===== src/rtl/sram_core_pkg.sv =====
package sram_core_pkg;

    localparam int HALF_DATA_W = 8;
    localparam int HALVES      = 2;
    localparam int HALF_W      = HALF_DATA_W + 1;
    localparam int WORD_W      = HALVES * HALF_W;
    localparam int PAR_BASE    = HALVES * HALF_DATA_W;

    typedef logic [WORD_W-1:0] word_t;
    typedef logic [HALF_W-1:0] half_t;
    typedef logic [HALVES-1:0] hmask_t;

    // control carried along the pipeline
    typedef struct packed {
        logic   vld;
        logic   wr;
        hmask_t mask;
    } stage_ctl_t;

    // half h = {parity bit, eight data bits}
    function automatic half_t half_of(word_t w, int h);
        return {w[PAR_BASE + h], w[h*HALF_DATA_W +: HALF_DATA_W]};
    endfunction

    function automatic word_t with_half(word_t w, int h, half_t v);
        word_t r;
        r = w;
        r[h*HALF_DATA_W +: HALF_DATA_W] = v[HALF_DATA_W-1:0];
        r[PAR_BASE + h] = v[HALF_W-1];
        return r;
    endfunction

endpackage


===== src/rtl/sram_wr_qual.sv =====
module sram_wr_qual
    import sram_core_pkg::*;
(
    input  logic   gw_n,
    input  logic   bwe_n,
    input  hmask_t half_we_n,
    output hmask_t mask
);
    // global write overrides; half enables count only under byte-write enable
    for (genvar h = 0; h < HALVES; h++) begin : g_half
        assign mask[h] = !gw_n || (!bwe_n && !half_we_n[h]);
    end
endmodule


===== src/rtl/sram_half_bank.sv =====
module sram_half_bank
    import sram_core_pkg::*;
#(
    parameter int ADDR_W = 6
) (
    input  logic              clk,
    input  logic              wr_en,
    input  logic [ADDR_W-1:0] wr_addr,
    input  half_t             wr_half,
    input  logic [ADDR_W-1:0] rd_addr,
    output half_t             rd_half
);
    localparam int DEPTH = 1 << ADDR_W;

    half_t mem [DEPTH];

    // read returns the pre-write contents on a same-edge collision
    always_ff @(posedge clk) begin
        if (wr_en) begin
            mem[wr_addr] <= wr_half;
        end
        rd_half <= mem[rd_addr];
    end
endmodule


===== src/rtl/sram_fwd_merge.sv =====
module sram_fwd_merge
    import sram_core_pkg::*;
#(
    parameter int ADDR_W = 6
) (
    input  word_t             arr_word,
    input  logic              fwd_wr,
    input  hmask_t            fwd_mask,
    input  logic [ADDR_W-1:0] fwd_addr,
    input  logic [ADDR_W-1:0] rd_addr,
    input  word_t             fwd_word,
    output word_t             out_word
);
    logic hit;

    assign hit = fwd_wr && (fwd_addr == rd_addr);

    // replace only the halves that the colliding write touched
    always_comb begin
        out_word = arr_word;
        for (int h = 0; h < HALVES; h++) begin
            if (hit && fwd_mask[h]) begin
                out_word = with_half(out_word, h, half_of(fwd_word, h));
            end
        end
    end
endmodule


===== src/rtl/sram_pipe_core.sv =====
module sram_pipe_core
    import sram_core_pkg::*;
#(
    parameter int ADDR_W = 6
) (
    input  logic              clk,
    input  logic              rst,
    input  logic              req_valid,
    input  logic [ADDR_W-1:0] req_addr,
    input  logic [WORD_W-1:0] wr_data,
    input  logic              gw_n,
    input  logic              bwe_n,
    input  logic              we_lo_n,
    input  logic              we_hi_n,
    input  logic              oe_n,
    output logic [WORD_W-1:0] rd_data,
    output logic              rd_valid
);
    hmask_t     in_mask;
    stage_ctl_t cap_ctl, cmt_ctl;
    logic [ADDR_W-1:0] cap_addr, cmt_addr;
    word_t      cap_data, cmt_data;
    half_t      bank_wdata [HALVES];
    half_t      arr_half   [HALVES];
    word_t      arr_word, rd_word, out_q;
    logic       out_vld;

    sram_wr_qual u_qual (
        .gw_n      (gw_n),
        .bwe_n     (bwe_n),
        .half_we_n ({we_hi_n, we_lo_n}),
        .mask      (in_mask)
    );

    // capture stage, then commit stage (the write lands in the array at commit)
    always_ff @(posedge clk) begin
        if (rst) begin
            cap_ctl <= '0;
            cmt_ctl <= '0;
        end else begin
            cap_ctl.vld  <= req_valid;
            cap_ctl.wr   <= req_valid && (|in_mask);
            cap_ctl.mask <= req_valid ? in_mask : '0;
            cmt_ctl      <= cap_ctl;
        end
    end

    always_ff @(posedge clk) begin
        cap_addr <= req_addr;
        cap_data <= wr_data;
        cmt_addr <= cap_addr;
        cmt_data <= cap_data;
    end

    for (genvar h = 0; h < HALVES; h++) begin : g_bank
        assign bank_wdata[h] = half_of(cap_data, h);

        sram_half_bank #(.ADDR_W(ADDR_W)) u_bank (
            .clk     (clk),
            .wr_en   (cap_ctl.wr && cap_ctl.mask[h]),
            .wr_addr (cap_addr),
            .wr_half (bank_wdata[h]),
            .rd_addr (req_addr),
            .rd_half (arr_half[h])
        );
    end

    always_comb begin
        arr_word = '0;
        for (int h = 0; h < HALVES; h++) begin
            arr_word = with_half(arr_word, h, arr_half[h]);
        end
    end

    sram_fwd_merge #(.ADDR_W(ADDR_W)) u_merge (
        .arr_word (arr_word),
        .fwd_wr   (cmt_ctl.wr),
        .fwd_mask (cmt_ctl.mask),
        .fwd_addr (cmt_addr),
        .rd_addr  (cap_addr),
        .fwd_word (cmt_data),
        .out_word (rd_word)
    );

    // output register; deselect and write slots park at zero
    always_ff @(posedge clk) begin
        if (rst) begin
            out_vld <= 1'b0;
            out_q   <= '0;
        end else begin
            out_vld <= cap_ctl.vld && !cap_ctl.wr;
            out_q   <= (cap_ctl.vld && !cap_ctl.wr) ? rd_word : '0;
        end
    end

    assign rd_valid = out_vld && !oe_n;
    assign rd_data  = rd_valid ? out_q : '0;
endmodule


===== config.mk =====
export PLATFORM = sky130hd
export DESIGN_NAME = sram_pipe_core
export DESIGN_NICKNAME = d
export VERILOG_FILES = /design/src/rtl/sram_core_pkg.sv /design/src/rtl/sram_wr_qual.sv /design/src/rtl/sram_half_bank.sv /design/src/rtl/sram_fwd_merge.sv /design/src/rtl/sram_pipe_core.sv
export SDC_FILE = /design/constraint.sdc
export NUM_CORES = 1
export LEC_CHECK = 0
export BUFFER_PORTS_ARGS = -buffer_cell sky130_fd_sc_hd__buf_2
export CORE_ASPECT_RATIO = 1.4
export CORE_MARGIN = 2
export CORE_UTILIZATION = 60
export CTS_BUF_LIST = sky130_fd_sc_hd__clkbuf_2 sky130_fd_sc_hd__clkbuf_4 sky130_fd_sc_hd__clkbuf_8
export DETAILED_ROUTE_END_ITERATION = 10
export PLACE_DENSITY = 0.79
export SLEW_MARGIN = 20
export SYNTH_ARGS = -nofsm -noshare
export SYNTH_HDL_FRONTEND = slang
export SYNTH_SLANG_ARGS = --single-unit

===== constraint.sdc =====
create_clock -name clk -period 5.3 [get_ports clk]
set_clock_uncertainty 0.05 [all_clocks]
set_input_delay 0.53 -clock clk [delete_from_list [all_inputs] [get_ports clk]]
set_output_delay 0.53 -clock clk [all_outputs]
set_load 0.02 [all_outputs]

== Word-level counts from Yosys, hierarchy flattened ==
Memories as Yosys holds them, arrays and structs flattened. A register that Yosys moved wholly into a read port is not among the register bits.
Cells that the tools add are included.

* Flip-flop bits (word level): 74
* Bits in writable memories: 1152
* Input port bits: 32
* Output and inout bits: 19
* Logic and storage cells: 44
* Memories: 2

* Eq/ne operators: 1
* Mux-type cells: 7
* Bitwise operators: 2
* Reduce and logical (&&, ||, !) cells: 21

{| class="wikitable"
|+ Memories
! name !! depth !! bits a word !! read ports !! clocked after Yosys merged registers in !! wr ports !! line !! RTL
|-
| g_bank[0].u_bank.mem || 64 || 9 || 1 || 1 || 1 || sram_half_bank.sv:15 || <nowiki>half_t mem [DEPTH];</nowiki>
|-
| g_bank[1].u_bank.mem || 64 || 9 || 1 || 1 || 1 || sram_half_bank.sv:15 ||
|}

{| class="wikitable"
|+ Operators with widths
! cell !! number
|-
| 2-to-1 mux 18 bit || 2
|-
| 2-to-1 mux 17 bit || 1
|-
| logical AND 1 bit || 10
|-
| equality test 6 bit || 1
|-
| zero test 1 bit || 6
|-
| OR reduction 2 bit || 3
|-
| 2-to-1 mux 1 bit || 4
|-
| logical OR 1 bit || 2
|-
| NOT 1 bit || 2
|}

== Logic depth before layout (Yosys ltp) ==
* Word-level depth: 5
* Depth in mapped cells: 9
* Gate-level depth less buffers: 5

== Modules after synthesis ==
A second synthesis with hierarchy kept.

* Cells, all modules: 2195
* Area, all modules: 47347.9 µm²

{| class="wikitable"
|+ Modules (own cells, without submodules)
! module !! instances !! cells an instance !! area each (µm²)
|-
| sram_half_bank || 2 || 1020 || 22594.2
|-
| sram_pipe_core || 1 || 123 || 1841.8
|-
| sram_fwd_merge || 1 || 30 || 307.8
|-
| sram_wr_qual || 1 || 2 || 10.0
|}

== Least setup slack after synthesis ==
No wires, ideal clock.

* Path kind: reg-to-reg
* Start point: reg cap_addr[4]
* End point: mem g_bank[0].u_bank.mem[16][0] in the netlist's numbering, enable pin
* Setup time: 0.374 ns
* Arrival: 1.834 ns
* Path slack: 3.041 ns
* Stages on the path, launching flop included: 7
* Path buffers: 2
* Cells stage by stage: dfxtp_1 clkbuf_1 or3b_2 clkbuf_1 inv_1 nand2_1 nor2_1

{| class="wikitable"
|+ RTL lines
! what !! line !! RTL
|-
| start, declared || sram_pipe_core.sv:21 || <nowiki>logic [ADDR_W-1:0] cap_addr, cmt_addr;</nowiki>
|-
| start signal, assigned || sram_pipe_core.sv:49 || <nowiki>cap_addr <= req_addr;</nowiki>
|-
| end, declared || sram_half_bank.sv:15 ||
|}

Straight into the memory's write port.

== Final worst setup path ==
* Start point: reg cap_addr[1]
* End point: mem g_bank[1].u_bank.mem[59][8] in the netlist's numbering, enable pin

{| class="wikitable"
|+ RTL lines
! what !! line
|-
| end, declared || sram_half_bank.sv:15
|}

Straight into the memory's write port.

==> results_dict.tcl <==
set metrics [dict create \
    grt_max_degree 95 \
    num-fill-cells 4766 \
    synth.largest_area_cell "edfxtp_1" \
    drc_errors 0 \
    clock_latency_ps 850 \
    slew_violations 0 \
    period_needed_ps 3210 \
    cts_buffer_depth 3 \
    p_per_area_nw_per_um2 371 \
    end_kind "flop" \
    timing.final.hold_violations 0 \
    synth_top_area_share_pct 73.3 \
    async_flop_share_pct 0 \
    netlist_area_sq_um 47200 \
    hp-class "in2reg" \
    max_stage_delay_ps 930 \
    final_nets 2396 \
    synth_common_cells "edfxtp_1 (1,152), mux4_2 (269), nor2_1 (165), dfxtp_1 (92), mux2i_1 (78)" \
    cp_slowest_cell "nor2_1" \
    ctsResizeCount 0 \
    use_met3_pct 5.65 \
    fin_util_pct 67.0 \
    drive_gt1_share_pct 28.2 \
    place_congestion 0.905 \
    clock_sinks 1244 \
    wire_per_inst_microns 31.3 \
    ys_top_cells_by_area "edfxtp_1 (73%), mux4_2 (13%), dfxtp_1 (3.9%)" \
    crit_fanout 11 \
    max-vdd-ir-drop_v 0.000267 \
    drv_cap 0 \
    grt_pass1_vias 23600 \
    rsz0062_at_grt "no" \
    critPathRequiredTime_ps 5720 \
    ys.flop_type "edfxtp_1" \
    dp_hpwl_microns 69000 \
    cts_htree_levels 4 \
    avgSynthCellArea_sq_um 21.4 \
    syn2layout_area_growth_pct 10.6 \
    cts_tree "done" \
    whs_ps 130 \
    path_clk_slew_ps 70 \
    setup_violations 0 \
    use_met2_pct 47.7 \
    grt.met1_usage_pct 35.3 \
    startpoint_type "flop" \
    p_leak_nw 16.8 \
    numCtsBuffers 172 \
    crit_chain "nand3b_1, inv_1, nand2_1, nor2_1" \
    dieArea_sq_um 80900 \
    arrival_ps 3630 \
    final.setup.tns_ps 0 \
    port_buffers 50 \
    slew_headroom_pct 22.0 \
    postCtsSetupRepairBufs 0 \
    drt-total-wl_microns 111000 \
    start_util_pct 60.6 \
    die_w_microns 241 \
    synth_fp_nets 2234 \
    routed_via_density 6.56 \
    drtAntennaViolNets 0 \
    synth_cell_types 47 \
    top_usage_layer "met2" \
    synth.most_common_cell "edfxtp_1" \
    fmax_mhz 311 \
    grt_antenna_before_repair 3 \
    grt_pass1_wl_microns 161000 \
    io_pins 51 \
    yosys_warnings 0 \
    fin_crit_sh_pct 60.6 \
    die_h_microns 336 \
    overflow 0 \
    synth_edf_count 1152 \
    ys_seq_elements 1244 \
    worstMarginPinSlew_ps 1170 \
    cts_root_buf "clkbuf_8" \
    grtUsageTotal_pct 28.3 \
    firstDrtPassIters 6 \
    drtIter0Drc 2932 \
    rows 121 \
    status "finished, final reports clean" \
    netlist_instances 2202 \
    core_area_sq_um 77800 \
    ys_seq_area_share_pct 77.2 \
    vias 23300 \
    worstSetupPathType "reg2reg" \
]
[critical path: cells and delay by family (launching register included)]
kind,cells,cell delay [ps]
AND/OR/NAND/NOR,3,2030
flip-flops,1,510
buffers and inverters,1,220
[per-stage QoR]
step | power, mW | cells | area (sq um) | worst slack [ps]
final | 19.3 | 3548 | 52200 | 2090
after global routing | 19.8 | 3548 | 52200 | 2050
after CTS | 19.4 | 3546 | 52100 | 1990
after detailed placement | 11.9 | 3214 | 48300 | 1730
after global placement | 11.9 | 3214 | 48300 | 1780
after floorplan | 11.6 | 2202 | 47200 | 3040
[routing by layer]
layer	wire (microns)	up-vias	part of all wire (%)
li1	-	9434	-
met1	38400	12100	35
met2	57500	1476	52
met3	9430	264	8.5
met4	5730	0	5.2
met5	0	-	0
[what timing repair did]
action                                 CTS  global route
setup endpoints to repair                0             0
endpoints found under the hold margin   23             0
hold buffers                            21             0
[kinds of logic (layout without fill, tap and decap cells)]
group,after synthesis,after routing,share of synthesized area [%]
mux,387,387,16.0
buf+inv,129,428,1.81
compound gates,144,144,2.04
xor+xnor,6,6,0.111
simple gates,292,292,2.82
flops,1244,1244,77.2
other cells,0,2,0
[path summary, 6_finish.rpt]
kind	from	endpoint	slack, ps	depth (start not counted)
worst max-delay path	cap_addr[1]	g_bank[1].u_bank.mem[59][8]	2090	4
worst min-delay path	req_addr[0]	cap_addr[0]	130	1
worst max register to register	cap_addr[1]	g_bank[1].u_bank.mem[59][8]	2090	4
worst min register to register	cap_ctl[0]	cmt_ctl[0]	420	1
[power by group]
group	total [mW]	leakage, nW	switching, mW	internal (mW)
Combinational	0.841	3.78	0.517	0.324
Clock	7.63	1.91	3.56	4.07
Sequential	10.9	11.1	0.0858	10.8
[placed cells by master, fill, tap and decap left out, types with 9 or more instances in the layout]
master	n
o21ai_0	13
dlygate4sd3_1	21
a21oi_1	23
nand2_1	32
nand3_1	17
buf_2	47
nor3_1	10
mux4_2	269
dfxtp_2	11
nor2_1	155
mux2_2	24
o22ai_1	50
buf_4	28
clkinv_1	23
a211oi_1	9
clkinv_2	10
dfxtp_1	74
o221ai_1	15
clkbuf_4	66
and2_1	23
nor2b_1	14
clkbuf_8	194
inv_1	12
nor2_2	10
edfxtp_1	1152
mux2i_1	78
mux4_1	16
[flip-flops by register name (all words and copies together) (netlist names)]
register and flops:
cap_ctl 4, cap_data 18, out_vld 1, cap_addr 6, g_bank.u_bank.mem 1152, cmt_data 18
cmt_addr 6, out_q 18, g_bank.u_bank.rd_half 18, cmt_ctl 3
[cell type report]
class | instances | area [sq um] | share of cell area [%]
diodes | 2 | 5.00 | 0.00960
clock buffers | 259 | 3150 | 6.04
clock inverters | 52 | 443 | 0.849
inverters | 12 | 45.0 | 0.0864
multi-input cells | 829 | 9910 | 19.0
flip-flops and latches | 1244 | 36500 | 69.9
well taps | 1045 | 1310 | 2.51
repair buffers | 105 | 820 | 1.57
No activity file was read; power rests on OpenSTA's default activity.
